## src/rtl/mbus_pkg.sv

```systemverilog
package mbus_pkg;

   typedef enum logic [2:0] {
      PH_IDLE = 3'd0,
      PH_T1   = 3'd1,
      PH_T2   = 3'd2,
      PH_T3   = 3'd3,
      PH_TW   = 3'd4,
      PH_T4   = 3'd5
   } bus_phase_e;

   // Phases in which the data part of the cycle owns the shared lines
   function automatic logic is_data_phase(bus_phase_e p);
      return (p == PH_T2) || (p == PH_T3) || (p == PH_TW) || (p == PH_T4);
   endfunction

   // Phases at whose closing edge the ready input is looked at
   function automatic logic is_ready_phase(bus_phase_e p);
      return (p == PH_T3) || (p == PH_TW);
   endfunction

endpackage

```

## src/rtl/mbus_fsm.sv

```systemverilog
module mbus_fsm
   import mbus_pkg::*;
(
   input  logic       clk,
   input  logic       rst_n,
   input  logic       req_valid,
   input  logic       bus_ready,
   output bus_phase_e phase,
   output logic       accept,
   output logic       sample
);

   bus_phase_e phase_nx;

   assign accept = req_valid && (phase == PH_IDLE);
   assign sample = is_ready_phase(phase) && bus_ready;

   always_comb begin
      phase_nx = phase;
      unique case (phase)
         PH_IDLE: if (accept) phase_nx = PH_T1;
         PH_T1:   phase_nx = PH_T2;
         PH_T2:   phase_nx = PH_T3;
         PH_T3,
         PH_TW:   phase_nx = bus_ready ? PH_T4 : PH_TW;
         PH_T4:   phase_nx = PH_IDLE;
         default: phase_nx = PH_IDLE;
      endcase
   end

   always_ff @(posedge clk or negedge rst_n) begin
      if (!rst_n) phase <= PH_IDLE;
      else        phase <= phase_nx;
   end

endmodule

```

## src/rtl/mbus_lane.sv

```systemverilog
module mbus_lane #(
   parameter int LANE_W        = 8,
   parameter bit BYTE_RD_ALIGN = 1'b1
) (
   input  logic                  word,
   input  logic                  addr0,
   input  logic [2*LANE_W-1:0]   wdata,
   input  logic [2*LANE_W-1:0]   rd_raw,
   output logic                  a0,
   output logic                  bhe_n,
   output logic [2*LANE_W-1:0]   wlane,
   output logic [2*LANE_W-1:0]   rd_val
);

   localparam int DATA_W = 2 * LANE_W;

   logic [LANE_W-1:0] lo_in, hi_in;

   assign lo_in = rd_raw[LANE_W-1:0];
   assign hi_in = rd_raw[DATA_W-1:LANE_W];

   // Word accesses are always even; bytes follow the address bit
   assign a0    = word ? 1'b0 : addr0;
   assign bhe_n = ~(word | addr0);

   // A byte write appears on both lanes so either lane's device sees it
   assign wlane = word ? wdata : {2{wdata[LANE_W-1:0]}};

   generate
      if (BYTE_RD_ALIGN) begin : g_align
         always_comb begin
            if (word)       rd_val = rd_raw;
            else if (addr0) rd_val = {{LANE_W{1'b0}}, hi_in};
            else            rd_val = {{LANE_W{1'b0}}, lo_in};
         end
      end else begin : g_inplace
         always_comb begin
            if (word)       rd_val = rd_raw;
            else if (addr0) rd_val = {hi_in, {LANE_W{1'b0}}};
            else            rd_val = {{LANE_W{1'b0}}, lo_in};
         end
      end
   endgenerate

endmodule

```

## src/rtl/mbus_alatch.sv

```systemverilog
module mbus_alatch #(
   parameter int W = 20
) (
   input  logic         clk,
   input  logic         rst_n,
   input  logic         ale,
   input  logic [W-1:0] bus_in,
   output logic [W-1:0] lat_out
);

   logic [W-1:0] hold_q;

   // Open while the strobe is high, closed on its falling edge
   always_ff @(posedge clk or negedge rst_n) begin
      if (!rst_n)   hold_q <= '0;
      else if (ale) hold_q <= bus_in;
   end

   assign lat_out = ale ? bus_in : hold_q;

endmodule

```

## src/rtl/mbus_seq.sv

```systemverilog
module mbus_seq
   import mbus_pkg::*;
#(
   parameter int ADDR_W        = 20,
   parameter int LANE_W        = 8,
   parameter bit BYTE_RD_ALIGN = 1'b1
) (
   input  logic                       clk,
   input  logic                       rst_n,
   input  logic                       req_valid,
   input  logic [ADDR_W-1:0]          req_addr,
   input  logic                       req_write,
   input  logic                       req_io,
   input  logic                       req_word,
   input  logic [2*LANE_W-1:0]        req_wdata,
   output logic                       rsp_done,
   output logic [2*LANE_W-1:0]        rsp_rdata,
   output logic                       bus_ale,
   output logic                       bus_mem,
   output logic                       bus_bhe_n,
   output logic                       bus_rd_n,
   output logic                       bus_wr_n,
   output logic [2*LANE_W-1:0]        bus_ad_out,
   output logic                       bus_ad_oe,
   input  logic [2*LANE_W-1:0]        bus_ad_in,
   output logic [ADDR_W-2*LANE_W-1:0] bus_a_hi,
   input  logic                       bus_ready,
   output logic [ADDR_W-1:0]          lat_addr
);

   localparam int DATA_W = 2 * LANE_W;
   localparam int HI_W   = ADDR_W - DATA_W;

   initial begin
      if (LANE_W < 1)
         $fatal(1, "mbus_seq: LANE_W must be at least 1");
      if (ADDR_W <= DATA_W)
         $fatal(1, "mbus_seq: ADDR_W must exceed the shared bus width");
   end

   bus_phase_e phase;
   logic       accept, sample;

   logic [ADDR_W-1:0] q_addr;
   logic              q_write, q_io, q_word;
   logic [DATA_W-1:0] q_wdata;
   logic [DATA_W-1:0] rdata_q;

   logic              a0, bhe_n_raw;
   logic [DATA_W-1:0] wlane, rd_val;
   logic              busy;

   mbus_fsm u_fsm (
      .clk       (clk),
      .rst_n     (rst_n),
      .req_valid (req_valid),
      .bus_ready (bus_ready),
      .phase     (phase),
      .accept    (accept),
      .sample    (sample)
   );

   // Request is frozen for the whole cycle
   always_ff @(posedge clk or negedge rst_n) begin
      if (!rst_n) begin
         q_addr  <= '0;
         q_write <= 1'b0;
         q_io    <= 1'b0;
         q_word  <= 1'b0;
         q_wdata <= '0;
      end else if (accept) begin
         q_addr  <= req_addr;
         q_write <= req_write;
         q_io    <= req_io;
         q_word  <= req_word;
         q_wdata <= req_wdata;
      end
   end

   mbus_lane #(
      .LANE_W        (LANE_W),
      .BYTE_RD_ALIGN (BYTE_RD_ALIGN)
   ) u_lane (
      .word   (q_word),
      .addr0  (q_addr[0]),
      .wdata  (q_wdata),
      .rd_raw (bus_ad_in),
      .a0     (a0),
      .bhe_n  (bhe_n_raw),
      .wlane  (wlane),
      .rd_val (rd_val)
   );

   always_ff @(posedge clk or negedge rst_n) begin
      if (!rst_n)                  rdata_q <= '0;
      else if (sample && !q_write) rdata_q <= rd_val;
   end

   assign busy = (phase != PH_IDLE);

   // Phase decode of the bus pins
   always_comb begin
      bus_ale    = (phase == PH_T1);
      bus_mem    = busy ? ~q_io : 1'b0;
      bus_bhe_n  = busy ? bhe_n_raw : 1'b1;
      bus_a_hi   = busy ? q_addr[ADDR_W-1:DATA_W] : '0;
      bus_rd_n   = 1'b1;
      bus_wr_n   = 1'b1;
      bus_ad_oe  = 1'b0;
      bus_ad_out = '0;
      if (phase == PH_T1) begin
         bus_ad_oe  = 1'b1;
         bus_ad_out = {q_addr[DATA_W-1:1], a0};
      end else if (is_data_phase(phase)) begin
         if (q_write) begin
            bus_wr_n   = 1'b0;
            bus_ad_oe  = 1'b1;
            bus_ad_out = wlane;
         end else begin
            bus_rd_n = (phase == PH_T4);
         end
      end
   end

   assign rsp_done  = (phase == PH_T4);
   assign rsp_rdata = rdata_q;

   mbus_alatch #(
      .W (ADDR_W)
   ) u_alatch (
      .clk     (clk),
      .rst_n   (rst_n),
      .ale     (bus_ale),
      .bus_in  ({bus_a_hi, bus_ad_out}),
      .lat_out (lat_addr)
   );

endmodule

```

## config.mk

```make
export PLATFORM = sky130hd
export DESIGN_NAME = mbus_seq
export DESIGN_NICKNAME = d
export VERILOG_FILES = /design/src/rtl/mbus_pkg.sv /design/src/rtl/mbus_fsm.sv /design/src/rtl/mbus_lane.sv /design/src/rtl/mbus_alatch.sv /design/src/rtl/mbus_seq.sv
export SDC_FILE = /design/constraint.sdc
export NUM_CORES = 1
export LEC_CHECK = 0
export BUFFER_PORTS_ARGS = -buffer_cell sky130_fd_sc_hd__buf_2
export CAP_MARGIN = 20
export CORE_MARGIN = 5
export CORE_UTILIZATION = 50
export CTS_CLUSTER_DIAMETER = 120
export DETAILED_ROUTE_END_ITERATION = 8
export PLACE_DENSITY = 0.81
export SLEW_MARGIN = 0
export SYNTH_ARGS = -nofsm -noshare
export SYNTH_HDL_FRONTEND = slang
export SYNTH_SLANG_ARGS = --single-unit
```

## constraint.sdc

```tcl
create_clock -name clk -period 2.38 [get_ports clk]
set_input_delay 0.476 -clock clk [delete_from_list [all_inputs] [get_ports clk]]
set_output_delay 0.476 -clock clk [all_outputs]
set_load 0.05 [all_outputs]
```

==> results <==
- The first detailed-routing pass ran for 4 iterations.
- The time the worst path needs with I/O delays and setup is 2.347 ns.
- Headroom to the max-slew limit came out at 0.6137.
- Of the post-synthesis cell area, the part taken by muxes is 0.2666.
- The final layout contains routed wiring with a total length of 8.771 mm.
- The CTS tree is built.
- The final-report max-slew violation count is 0.
- The cell chosen for the clock root is sky130_fd_sc_hd__clkbuf_8.
- The most numerous cell type found on the critical path is sky130_fd_sc_hd__buf_6.
- The repair_antennas step left the layout with diodes totalling 0.
- The endpoint type of the worst setup path is an output pin.
- Of the total synthesized cell area, the portion taken by AND, OR, NAND and NOR gates is 0.05463.
- The max-cap violation count is 0.
- Pin placement for this block handled 122 I/O pins.
- The global-route wire length before repair is 13.53 mm.
- The number of warnings printed during yosys synthesis is 0.
- The fraction of layout instances using a drive strength above 1 is 0.6040.
- Detailed routing inserted a total of 2,539 vias.
- For this run, design rule violations remaining after detail routing come to 0.
- Clock latency on the worst-skew pair, taken at its later pin, is 0.35 ns.
- The share of async-settable or async-resettable flops after synthesis is 1.000.
- The layout overhead on the synthesized area is 43.52%.
- The global-route usage over all layers is 0.2027.
- Synthesis inferred 78 register bits.
- The post-synthesis share of cell area spent on full adders, half adders and majority gates is 0.003618.
- Synthesis produced a netlist whose cell count is between 200 and 300.
- The final HPWL from detailed placement is approximately 6.0 mm.
- The most common library cell in the layout ignoring fill and taps is sky130_fd_sc_hd__buf_2.
- On the critical path the largest part of the delay comes from buffers and inverters.
- The xor-xnor portion of the synthesized cell area is 0.
- The depth of the CTS H-tree is 3.
- For the worst setup path, the data arrival time is 1.87 ns.
- The overall die area is 0.008680 sq mm.
- The post-cts hold buffer count is 0.
- The critical path goes through buf_6, nor3b_4, buf_6, clkbuf_16, mux2_4, buf_8.
- The CTS clock-pin slew for the worst setup and hold paths is 0.07 ns.
- The post-synthesis net count is approximately 320.
- The type of the setup path with the least slack is reg2out.
- The average instance area after synthesis is 13.20 sq um.
- Leaving out fill and tap cells, the most frequent cells in the layout are sky130_fd_sc_hd__buf_2 (83), sky130_fd_sc_hd__dfrtp_1 (78), sky130_fd_sc_hd__mux2_2 (53), sky130_fd_sc_hd__buf_4 (20).
- The maximum single-stage delay on the critical path is 0.40 ns.
- The number of placement rows is 30.
- The routed length per placed instance is roughly 18 um.
- The maximum clock rate is 426.2 MHz.
- After synthesis, the netlist uses 28 different library cells.
- The initial antenna violation count is 0.
- Counting the fill cells in the layout gives 454.
- Entering global routing, the biggest net connects 44 pins.
- The number of clock sinks is between 70 and 80.
- The compound-cell area share of the yosys netlist is 0.05970.
- The die outline height is 93.17 um.
- For this run, the register share of the synthesized area comes to 0.5644.
- The quantity of I/O buffers inserted on ports is 121.
- After global routing the overflow that remains totals 0.
- For this run, the post-layout net count is 460.
- The mapped netlist covers 0.003458 sq mm.
- The starting utilization of the core area is 0.5119.
- The number of flops mapped to enable cells by yosys is 0.
- The via count of the first global-routing pass is around 2,600.
- The area of the core is 0.006756 sq mm.
- The critical path's slowest cell is sky130_fd_sc_hd__dfrtp_1.
- The tightest min-delay check is of the in2async type.
- The detail route stage leaves a number of antenna-violating nets equal to 0.
- The setup violation total in the final timing report is 0.
- The hold violation count in the final report is 0.
- Along the worst path, the maximum fanout reaches 6.
- At the pin with the least slew margin, the transition time is 0.5795 ns.
- Setup repair after global routing could not meet its margin everywhere.
- The run finished with clean final reports.
- The routability congestion estimate from global placement is 0.8241.
- The data required time of the critical path is 1.90 ns.
- Across all hold checks on the routed design, the worst slack comes to 0.1256 ns.
- The via density per instance is 5.246.
- The number of buffer and inverter stages on the critical path is 4.
- The die is 93.17 um wide.
- The type of origin of the critical path is a flop.
- The final setup TNS is 0 ns.
- Of the available clock period, the critical path in the final layout requires 0.9859.
- The largest buffer count on any clock path is 2.
- In this run, CTS created clock tree buffers numbering 9.
- At the end of the flow the core is filled with cells to 0.7346.
- The most instantiated flip-flop cell in the synthesis netlist is sky130_fd_sc_hd__dfrtp_1.
- The clock arrives with 0.01052 ns of skew.
- The combinational family with the most area after synthesis is multiplexers.
- For this block, the initial DRC count from the detailed router was 130.
==> stage by stage <==
stage | setup slack [ns] | instances | instance area, sq um
5_1_grt | -0.03224 | 484 | 4964
6_report | 0.03345 | 484 | 4964
3_5_place_dp | 0.2717 | 464 | 4293
3_3_place_gp | 0.3147 | 464 | 4293
4_1_cts | -0.03151 | 480 | 4717
2_1_floorplan | -0.2922 | 262 | 3533
==> metal layers <==
metal,share of wire,track usage,vias to the layer above
met4,0.019,0.08059,0
li1,-,-,1183
met5,0,0,-
met2,0.51,0.3341,82
met3,0.048,0.04183,15
met1,0.42,0.2620,1259
==> area by class of cell <==
class | count | area, sq um | area share
Timing Repair Buffer | 141 | 1117 | 0.2251
Sequential cell | 78 | 1952 | 0.3932
Multi-Input combinational cell | 151 | 1501 | 0.3025
Clock inverter | 4 | 70.07 | 0.01412
Tap cell | 80 | 100.1 | 0.02017
Clock buffer | 11 | 151.4 | 0.03050
Inverter | 19 | 71.32 | 0.01437
==> cells by family (layout without fill, tap and decap cells) <==
family / count (synthesis) / after routing
mux: 83 / 83
flops: 78 / 78
simple gates: 36 / 36
buf+inv: 33 / 175
compound gates: 31 / 31
fa+ha+maj: 1 / 1
==> worst paths after layout <==
check	to	cells past startpoint	start	slack, ns
max	lat_addr[16]	6	u_fsm.phase[2]$_DFFE_PN0P_	0.03
min	rsp_rdata[2]$_DFFE_PN0P_	1	rst_n	0.13
max reg2reg	q_addr[10]$_DFFE_PN0P_	6	u_fsm.phase[2]$_DFFE_PN0P_	0.33
min reg2reg	rsp_rdata[0]$_DFFE_PN0P_	1	rsp_rdata[0]$_DFFE_PN0P_	0.51
max in group asynchronous	rsp_rdata[9]$_DFFE_PN0P_	2	rst_n	1.66
min in group clk	q_wdata[14]$_DFFE_PN0P_	2	req_wdata[14]	0.35
==> sequential cells by signal, indices dropped and copies added, names as in the netlist <==
register and cells:
rsp_rdata 16, q_write 1, q_io 1, u_fsm.phase 3
q_wdata 16, u_alatch.hold_q 20, q_word 1, q_addr 20
==> cell usage after synthesis (4+ instances only) <==
cell type	number	area (sq um)
sky130_fd_sc_hd__mux2_2	65	732.0
sky130_fd_sc_hd__inv_1	19	71.32
sky130_fd_sc_hd__buf_4	4	30.03
sky130_fd_sc_hd__mux2i_1	16	160.2
sky130_fd_sc_hd__o21ai_0	17	85.08
sky130_fd_sc_hd__dfrtp_1	78	1952
sky130_fd_sc_hd__nor2b_1	5	31.28
sky130_fd_sc_hd__buf_2	5	25.02
sky130_fd_sc_hd__nand2_1	20	75.07
sky130_fd_sc_hd__a22o_1	8	70.07
==> what timing repair did <==
item,in CTS,in global routing
setup buffers,0,2
pin swaps,0,1
gates cloned,1,2
setup endpoints to repair,28,37
gates resized for setup,61,48
Power is left out: the tool's default activity adds up to more than one toggle a clock period on the data nets, which glitch-free logic cannot reach.
